`src/rtl/pair_scheduler_pkg.sv`:
```
package pair_scheduler_pkg;

    localparam int unsigned WORD_W  = 32;
    localparam int unsigned REG_W   = 5;
    localparam logic [REG_W-1:0] LINK_REG = 5'd31;

    localparam logic [5:0] OP_RTYPE = 6'h00;
    localparam logic [5:0] OP_JUMP  = 6'h02;
    localparam logic [5:0] OP_JLINK = 6'h03;
    localparam logic [5:0] OP_BEQ   = 6'h04;
    localparam logic [5:0] OP_ADDI  = 6'h08;
    localparam logic [5:0] OP_LOAD  = 6'h23;
    localparam logic [5:0] OP_STORE = 6'h2B;

    localparam logic [5:0] FN_SLL = 6'h00;
    localparam logic [5:0] FN_SRL = 6'h02;
    localparam logic [5:0] FN_JR  = 6'h08;
    localparam logic [5:0] FN_ADD = 6'h20;
    localparam logic [5:0] FN_SUB = 6'h22;
    localparam logic [5:0] FN_AND = 6'h24;
    localparam logic [5:0] FN_OR  = 6'h25;
    localparam logic [5:0] FN_XOR = 6'h26;
    localparam logic [5:0] FN_SLT = 6'h2A;

    localparam logic [3:0] HALT_TAG = 4'hF;

    typedef enum logic [0:0] {
        ST_RUN,
        ST_HALTED
    } sched_state_e;

    typedef enum logic [1:0] {
        ADV_HOLD,
        ADV_ONE,
        ADV_TWO
    } fetch_adv_e;

    typedef struct packed {
        logic             wr_en;
        logic [REG_W-1:0] wr_reg;
        logic             rs_use;
        logic [REG_W-1:0] rs;
        logic             rt_use;
        logic [REG_W-1:0] rt;
        logic             is_ctrl;
        logic             is_mem;
        logic             is_store;
        logic             is_halt;
    } ifields_t;

    function automatic logic is_ctrl_word(input logic [WORD_W-1:0] w);
        logic hit;
        hit = 1'b0;
        if (w[31:28] != HALT_TAG) begin
            if (w[31:26] == OP_JUMP || w[31:26] == OP_JLINK || w[31:26] == OP_BEQ)
                hit = 1'b1;
            if (w[31:26] == OP_RTYPE && w[5:0] == FN_JR)
                hit = 1'b1;
        end
        return hit;
    endfunction

endpackage

```
`src/rtl/pair_scheduler_decode.sv`:
```
module pair_scheduler_decode
    import pair_scheduler_pkg::*;
(
    input  logic [WORD_W-1:0] word,
    output ifields_t          fields
);

    logic [5:0]       opc;
    logic [5:0]       fn;
    logic [REG_W-1:0] f_rs;
    logic [REG_W-1:0] f_rt;
    logic [REG_W-1:0] f_rd;
    logic             unused_shamt;

    assign opc          = word[31:26];
    assign fn           = word[5:0];
    assign f_rs         = word[25:21];
    assign f_rt         = word[20:16];
    assign f_rd         = word[15:11];
    assign unused_shamt = ^word[10:6];

    always_comb begin
        logic             wants_wr;
        logic [REG_W-1:0] dst;
        fields   = '0;
        wants_wr = 1'b0;
        dst      = '0;
        fields.rs = f_rs;
        fields.rt = f_rt;
        if (word[31:28] == HALT_TAG) begin
            fields.is_halt = 1'b1;
        end else begin
            case (opc)
                OP_RTYPE: begin
                    case (fn)
                        FN_ADD, FN_SUB, FN_AND, FN_OR, FN_XOR, FN_SLT: begin
                            fields.rs_use = 1'b1;
                            fields.rt_use = 1'b1;
                            wants_wr      = 1'b1;
                            dst           = f_rd;
                        end
                        FN_SLL, FN_SRL: begin
                            fields.rs_use = 1'b1;
                            wants_wr      = 1'b1;
                            dst           = f_rd;
                        end
                        FN_JR: begin
                            fields.rs_use  = 1'b1;
                            fields.is_ctrl = 1'b1;
                        end
                        default: ;
                    endcase
                end
                OP_ADDI: begin
                    fields.rs_use = 1'b1;
                    wants_wr      = 1'b1;
                    dst           = f_rt;
                end
                OP_LOAD: begin
                    fields.rs_use = 1'b1;
                    fields.is_mem = 1'b1;
                    wants_wr      = 1'b1;
                    dst           = f_rt;
                end
                OP_STORE: begin
                    fields.rs_use   = 1'b1;
                    fields.rt_use   = 1'b1;
                    fields.is_mem   = 1'b1;
                    fields.is_store = 1'b1;
                end
                OP_BEQ: begin
                    fields.rs_use  = 1'b1;
                    fields.rt_use  = 1'b1;
                    fields.is_ctrl = 1'b1;
                end
                OP_JUMP: begin
                    fields.is_ctrl = 1'b1;
                end
                OP_JLINK: begin
                    fields.is_ctrl = 1'b1;
                    wants_wr       = 1'b1;
                    dst            = LINK_REG;
                end
                default: ;
            endcase
        end
        fields.wr_reg = dst;
        fields.wr_en  = wants_wr && (dst != '0);
    end

endmodule

```
`src/rtl/pair_scheduler_hazard.sv`:
```
module pair_scheduler_hazard
    import pair_scheduler_pkg::*;
(
    input  ifields_t   lead,
    input  ifields_t   trail,
    output logic       split,
    output fetch_adv_e adv
);

    logic raw_hit;
    logic waw_hit;
    logic mem_order;
    logic ctrl_block;
    logic unused_fields;

    assign unused_fields = ^{lead.rs_use, lead.rs, lead.rt_use, lead.rt, trail.is_store};

    always_comb begin
        raw_hit = lead.wr_en &&
                  ((trail.rs_use && trail.rs == lead.wr_reg) ||
                   (trail.rt_use && trail.rt == lead.wr_reg));
        waw_hit    = lead.wr_en && trail.wr_en && (trail.wr_reg == lead.wr_reg);
        mem_order  = lead.is_store && trail.is_mem;
        ctrl_block = lead.is_ctrl || lead.is_halt || trail.is_ctrl || trail.is_halt;
        split      = raw_hit || waw_hit || mem_order || ctrl_block;
        if (lead.is_halt)
            adv = ADV_HOLD;
        else if (split)
            adv = ADV_ONE;
        else
            adv = ADV_TWO;
    end

endmodule

```
`src/rtl/pair_scheduler.sv`:
```
module pair_scheduler
    import pair_scheduler_pkg::*;
#(
    parameter int unsigned INSTR_BYTES = 4
) (
    input  logic              clk,
    input  logic              rst_n,
    input  logic              fetch_valid,
    input  logic [WORD_W-1:0] fetch_pc,
    input  logic [WORD_W-1:0] slot1_word,
    input  logic [WORD_W-1:0] slot2_word,
    output logic [WORD_W-1:0] next_pc,
    output logic [WORD_W-1:0] way1_word,
    output logic              way1_valid,
    output logic [WORD_W-1:0] way2_word,
    output logic              way2_valid,
    output logic              pair_dual,
    output logic              halted
);

    localparam int unsigned WAYS = 2;
    localparam logic [WORD_W-1:0] STEP_ONE = WORD_W'(INSTR_BYTES);
    localparam logic [WORD_W-1:0] STEP_TWO = WORD_W'(2 * INSTR_BYTES);

    sched_state_e      state_q;
    sched_state_e      state_d;
    logic [WORD_W-1:0] slot_word [WAYS];
    ifields_t          dec [WAYS];
    logic              split;
    fetch_adv_e        adv;
    logic              accept;

    assign slot_word[0] = slot1_word;
    assign slot_word[1] = slot2_word;

    for (genvar g = 0; g < WAYS; g++) begin : g_dec
        pair_scheduler_decode u_dec (
            .word   (slot_word[g]),
            .fields (dec[g])
        );
    end

    pair_scheduler_hazard u_haz (
        .lead  (dec[0]),
        .trail (dec[1]),
        .split (split),
        .adv   (adv)
    );

    assign accept = fetch_valid && (state_q == ST_RUN);
    assign halted = (state_q == ST_HALTED);

    // state register
    always_ff @(posedge clk) begin
        if (!rst_n)
            state_q <= ST_RUN;
        else
            state_q <= state_d;
    end

    // transitions
    always_comb begin
        state_d = state_q;
        unique case (state_q)
            ST_RUN:    if (fetch_valid && dec[0].is_halt) state_d = ST_HALTED;
            ST_HALTED: state_d = ST_HALTED;
        endcase
    end

    // fetch address
    always_comb begin
        next_pc = fetch_pc;
        if (accept) begin
            unique case (adv)
                ADV_HOLD: next_pc = fetch_pc;
                ADV_ONE:  next_pc = fetch_pc + STEP_ONE;
                ADV_TWO:  next_pc = fetch_pc + STEP_TWO;
                default:  next_pc = fetch_pc;
            endcase
        end
    end

    // issue registers
    always_ff @(posedge clk) begin
        if (!rst_n) begin
            way1_word  <= '0;
            way1_valid <= 1'b0;
            way2_word  <= '0;
            way2_valid <= 1'b0;
            pair_dual  <= 1'b0;
        end else if (accept) begin
            way1_word  <= slot1_word;
            way1_valid <= 1'b1;
            way2_word  <= split ? '0 : slot2_word;
            way2_valid <= !split;
            pair_dual  <= !split;
        end else begin
            way1_word  <= '0;
            way1_valid <= 1'b0;
            way2_word  <= '0;
            way2_valid <= 1'b0;
            pair_dual  <= 1'b0;
        end
    end

    AST_WAY2_NEEDS_WAY1: assert property (@(posedge clk) disable iff (!rst_n)
        way2_valid |-> way1_valid);

    AST_IDLE_WAY_ZERO: assert property (@(posedge clk) disable iff (!rst_n)
        !way2_valid |-> (way2_word == '0));

    AST_NO_CTRL_WAY2: assert property (@(posedge clk) disable iff (!rst_n)
        way2_valid |-> !is_ctrl_word(way2_word));

    AST_HALT_STICKS: assert property (@(posedge clk) disable iff (!rst_n)
        halted |=> halted);

    AST_HALTED_SILENT: assert property (@(posedge clk) disable iff (!rst_n)
        halted |=> !way1_valid);

    AST_IDLE_NO_ISSUE: assert property (@(posedge clk) disable iff (!rst_n)
        !fetch_valid |=> !way1_valid);

endmodule

```
`config.mk`:
```
export PLATFORM = sky130hd
export DESIGN_NAME = pair_scheduler
export DESIGN_NICKNAME = d
export VERILOG_FILES = /design/src/rtl/pair_scheduler_pkg.sv /design/src/rtl/pair_scheduler_decode.sv /design/src/rtl/pair_scheduler_hazard.sv /design/src/rtl/pair_scheduler.sv
export SDC_FILE = /design/constraint.sdc
export NUM_CORES = 1
export LEC_CHECK = 0
export BUFFER_PORTS_ARGS = -buffer_cell sky130_fd_sc_hd__clkbuf_2
export CORE_AREA = 4 4 95 97
export CTS_CLUSTER_DIAMETER = 150
export DETAILED_ROUTE_END_ITERATION = 8
export DIE_AREA = 0 0 99 101
export PLACE_DENSITY_LB_ADDON = 0.05
export SETUP_SLACK_MARGIN = 0.02
export SLEW_MARGIN = 30
export SYNTH_ARGS = -nofsm -noshare
export SYNTH_HDL_FRONTEND = slang
export SYNTH_HIERARCHICAL = 1
export SYNTH_SLANG_ARGS = --single-unit
```
`constraint.sdc`:
```
create_clock -name clk -period 5 [get_ports clk]
set_input_delay 0 -clock clk [delete_from_list [all_inputs] [get_ports clk]]
set_output_delay 0 -clock clk [all_outputs]
set_load 0.02 [all_outputs]
```
---- Word-level counts from Yosys, hierarchy flattened ----
Index checks and enable logic that the tools add are counted.
W data, S select, Z words.
cells by class
  reductions and logical operators ........ 40
  add/subtract/negate cells ............... 2
  equality and inequality tests ........... 35
  mux-type cells .......................... 37
  bitwise logic cells ..................... 3
operators by type and width
  kind                     count
  $eq A6 B6 Y1 const B     16
  $pmux W32 S2             1
  $eq A6 B2 Y1 const B     6
  $add A32 B3 Y32 const B  1
  $add A32 B4 Y32 const B  1
  $mux W32                 1
  $pmux W5 S3              2
  $eq A6 B4 Y1 const B     4
  $logic_not A6 Y1         4
  $mux W5                  4
  $mux W1                  18
  $reduce_or A8 Y1         2
  $eq A5 B5 Y1             3
  $reduce_or A3 Y1         5
  $pmux W1 S2              7
  $eq A6 B3 Y1 const B     2
  $logic_and A1 B1 Y1      10
  $reduce_bool A5 Y1       2
  $reduce_or A2 Y1         5
  $reduce_or A9 Y1         1
  $eq A4 B4 Y1 const B     2
  $logic_or A1 B1 Y1       7
  $mux W3                  2
  $reduce_or A6 Y1         1
  other kinds (7)          10
storage, ports and cells
  flip-flop bits (word level) ............. 67
  input port bits ......................... 99
  word-level logic and storage cells ...... 122
  output and inout port bits .............. 100

---- Logic depth before layout (Yosys ltp) ----
  word-level depth ........................ 17
  mapped depth ............................ 17
  depth with buffers taken out ............ 16

---- By module ----
Netlist, hierarchy kept.
by module, submodules not included
  module                 seq. area each (um2)  instances  area each (um2)  cells an instance
  pair_scheduler         1341.3                1          3074.2           349
  pair_scheduler_decode  0.0                   2          384.1            51
  pair_scheduler_hazard  0.0                   1          202.7            28

---- Worst setup path before layout ----
Ideal clock, no wire load.
  path kind ............................... input to output
  start point ............................. in slot1_word[31]
  end point ............................... out next_pc[31]
  stages .................................. 17
  arrival ................................. 3.524 ns
  required time ........................... 5.000 ns
  buffers on the path ..................... 1
  setup slack ............................. 1.476 ns
  cell sequence ........................... and3_1 -> mux2i_1 -> nor3_2 -> a221o_1 -> xor2_1 -> nor4_1 -> a31oi_1 -> a31o_2 -> nor2_2 -> inv_1 -> ha_1 -> nor3b_1 -> clkbuf_1 -> nand4_1 -> nor4_1 -> nor2_1 -> a211oi_1
RTL lines
  what         RTL line              text
  from (decl)  pair_scheduler.sv:10  input logic [WORD_W-1:0] slot1_word,
  to (decl)    pair_scheduler.sv:12  output logic [WORD_W-1:0] next_pc,

==> flow_metrics.env <==
export IMPL_finalHoldViolCount=0
export IMPL_timing_fmax_mhz=211.4
export IMPL_drive_above_1_share_pct=36.18
export IMPL_drt_initial_drc_count=240
export IMPL_cap_violations=0
export IMPL_vias_per_cell=5.457
export IMPL_gr_usage_met3_pct=6.159
export IMPL_numPortBuffers=194
export IMPL_antenna_found_initial=0
export IMPL_antenna_cells=0
export IMPL_fin_util_pct=70.50
export IMPL_dr_pass1_iters=5
export IMPL_period_minus_slack_ns=4.731
export IMPL_synthCells=458
export IMPL_drt_wl_total_um=12900
export IMPL_finClkSkew_ns=0.01347
export IMPL_critPathArrivalTime_ns=4.73
export IMPL_synth_avg_cell_area_um2=8.529
export IMPL_p_total_uw=1480
export IMPL_min_period_over_period_pct=94.63
export IMPL_cp_max_fo=19
export IMPL_rsz0062_at_grt="false"
export IMPL_p_per_area_nw_per_um2=258.2
export IMPL_vias=4404
export IMPL_num_rows=33
export IMPL_insertion_delay_ns=0.35
export IMPL_synth_nets=561
export IMPL_die_h_um=101
export IMPL_cts_setup_buffers=0
export IMPL_critical_path_class="input port to output pin"
export IMPL_grt_pass1_vias=4291
export IMPL_start_util_pct=48.02
export IMPL_crit_path_cell_trace="dlygate4sd3_1, clkbuf_2, nor3_1, mux2i_1, nor3_2, a221o_1, xor2_1, nor4_1, a31oi_1, a31o_2, nor2_2, inv_1, ha_1, a22o_1, nand4_1, nor4_1, a31oi_1, a41oi_1, clkbuf_2"
export IMPL_drtAntennaViolNets=0
export IMPL_finalSetupViolCount=0
export IMPL_layout_nets=800
export IMPL_min_path_type="input port to output pin"
export IMPL_cts_made_buffers=9
export IMPL_slew_viol_final=0
export IMPL_pre_cts_ws_ns=0.8441
export IMPL_clk_path_buf_depth=2
export IMPL_grt_util_all_layers_pct=25.22
export IMPL_cpMaxStageDelayCell="ha_1"
export IMPL_worstSetupStartpointType="input port"
export IMPL_synthesis_area_um2=3906
export IMPL_cts_htree_levels=3
export IMPL_top_usage_layer="met2"
export IMPL_cts_root_buffer="clkbuf_8"
export IMPL_drc=0
export IMPL_wl_per_cell_um=15.98
export IMPL_relSlewSlack_pct=50.34
export IMPL_area_growth_pct=46.80
export IMPL_dp_hpwl_um=9076
export IMPL_cts_tree="yes"
export IMPL_grt_pass1_wl_um=20680
export IMPL_end_kind="output pin"
export IMPL_leakagePower_uw=0.002742
export IMPL_core_area_um2=8134
export IMPL_holdWs_ns=0.0001486
export IMPL_crit_path_max_incr_delay_ns=0.60
export IMPL_ios=199
export IMPL_fp_dieArea_um2=9999
export IMPL_crit_required_ns=5.00
export IMPL_finalWorstSetupSlack_ns=0.2685
export IMPL_yosysWarnings=6
export IMPL_outcome="completed"
export IMPL_setup_tns_final_ns=0
export IMPL_overflow=0
export IMPL_tightestPinTransition_ns=0.7353
export IMPL_cts_sinks=67
export IMPL_grt_max_degree=35
export IMPL_die_x_um=99
export IMPL_grt_use_met1_pct=31.47
export IMPL_gp_congestion=0.8870
export IMPL_met2_usage_pct=43.18
export IMPL_peakVddDrop_mv=0.1365
report_power, final:
group          leakage [uW]  total [uW]  internal [uW]  switching (uW)
registers          0.000550         564            557            6.68
logic               0.00208         391            159             232
clock network      0.000114         525            300             225
total               0.00274        1480           1020             464
stage by stage:
| stage | area [um^2] | cells |
|---|---|---|
| 2_1_floorplan | 3906 | 458 |
| 3_3_place_gp | 4838 | 726 |
| 3_5_place_dp | 4838 | 726 |
| 4_1_cts | 5720 | 807 |
| 5_1_grt | 5734 | 807 |
| 6_report | 5734 | 807 |
layout by cell type, fill, tap and decap left out, drive strengths merged, types with 2 or more instances in the layout:
cell	instances
and4b	3
a21oi	27
xnor2	3
nor3	10
o41ai	4
dfxtp	67
ha	4
a21boi	2
and4	7
nand3	24
nor2	29
xor2	12
nor2b	3
inv	14
bufinv	2
and3	11
nand2	28
a41o	2
buf	3
a41oi	3
o21ai	21
nor3b	5
o22a	2
nand4	10
a221oi	3
nor4	10
dlygate4sd3	65
a21o	2
or4	4
and2	67
a31oi	10
nor4bb	2
o31ai	8
a221o	12
clkbuf	204
mux2i	5
critical path: cells and delay by family:
family | cells | cell delay [ns]
fa+ha+maj | 1 | 0.60
xor+xnor | 1 | 0.18
compound gates | 6 | 1.34
mux | 1 | 0.13
buf+inv | 4 | 0.96
simple gates | 6 | 1.49
per-layer routing:
layer	up-vias	routed length (um)	share of wire, %
li1	2138	-	-
met3	25	1115	8.6
met1	2010	5424	42
met2	231	6104	47
met5	-	0	0
met4	0	254	2.0
path summary, 6_finish.rpt:
| path | startpoint | end | cells past startpoint | slack, ns |
|---|---|---|---|---|
| max | slot1_word[27] | next_pc[30] | 19 | 0.27 |
| min | fetch_pc[0] | next_pc[0] | 0 | 0.0001 |
| max reg2reg | halted$_SDFF_PN0_ | way2_word[1]$_SDFF_PP0_ | 4 | 3.41 |
| min reg2reg | halted$_SDFF_PN0_ | way1_valid$_SDFF_PN0_ | 1 | 0.92 |
flip-flops by register name, indices dropped and copies added (netlist names):
register / count
halted: 1
way2_word: 32
way1_word: 32
way1_valid: 1
pair_dual: 1
layout make-up:
| type | instances | area [um^2] |
|---|---|---|
| clock buffers | 10 | 137.6 |
| clock inverters | 6 | 93.84 |
| fillers | 650 | 2400 |
| inverters | 11 | 41.29 |
| multi-input cells | 346 | 2345 |
| flip-flops and latches | 67 | 1341 |
| well taps | 105 | 131.4 |
| repair buffers | 262 | 1644 |
timing repair:
action / CTS / global route
setup endpoints to repair: 0 / 3
gates resized for setup: 0 / 2
hold buffers: 65 / 0
hold endpoints to repair: 64 / 0
No activity file was read; power rests on OpenSTA's default activity.
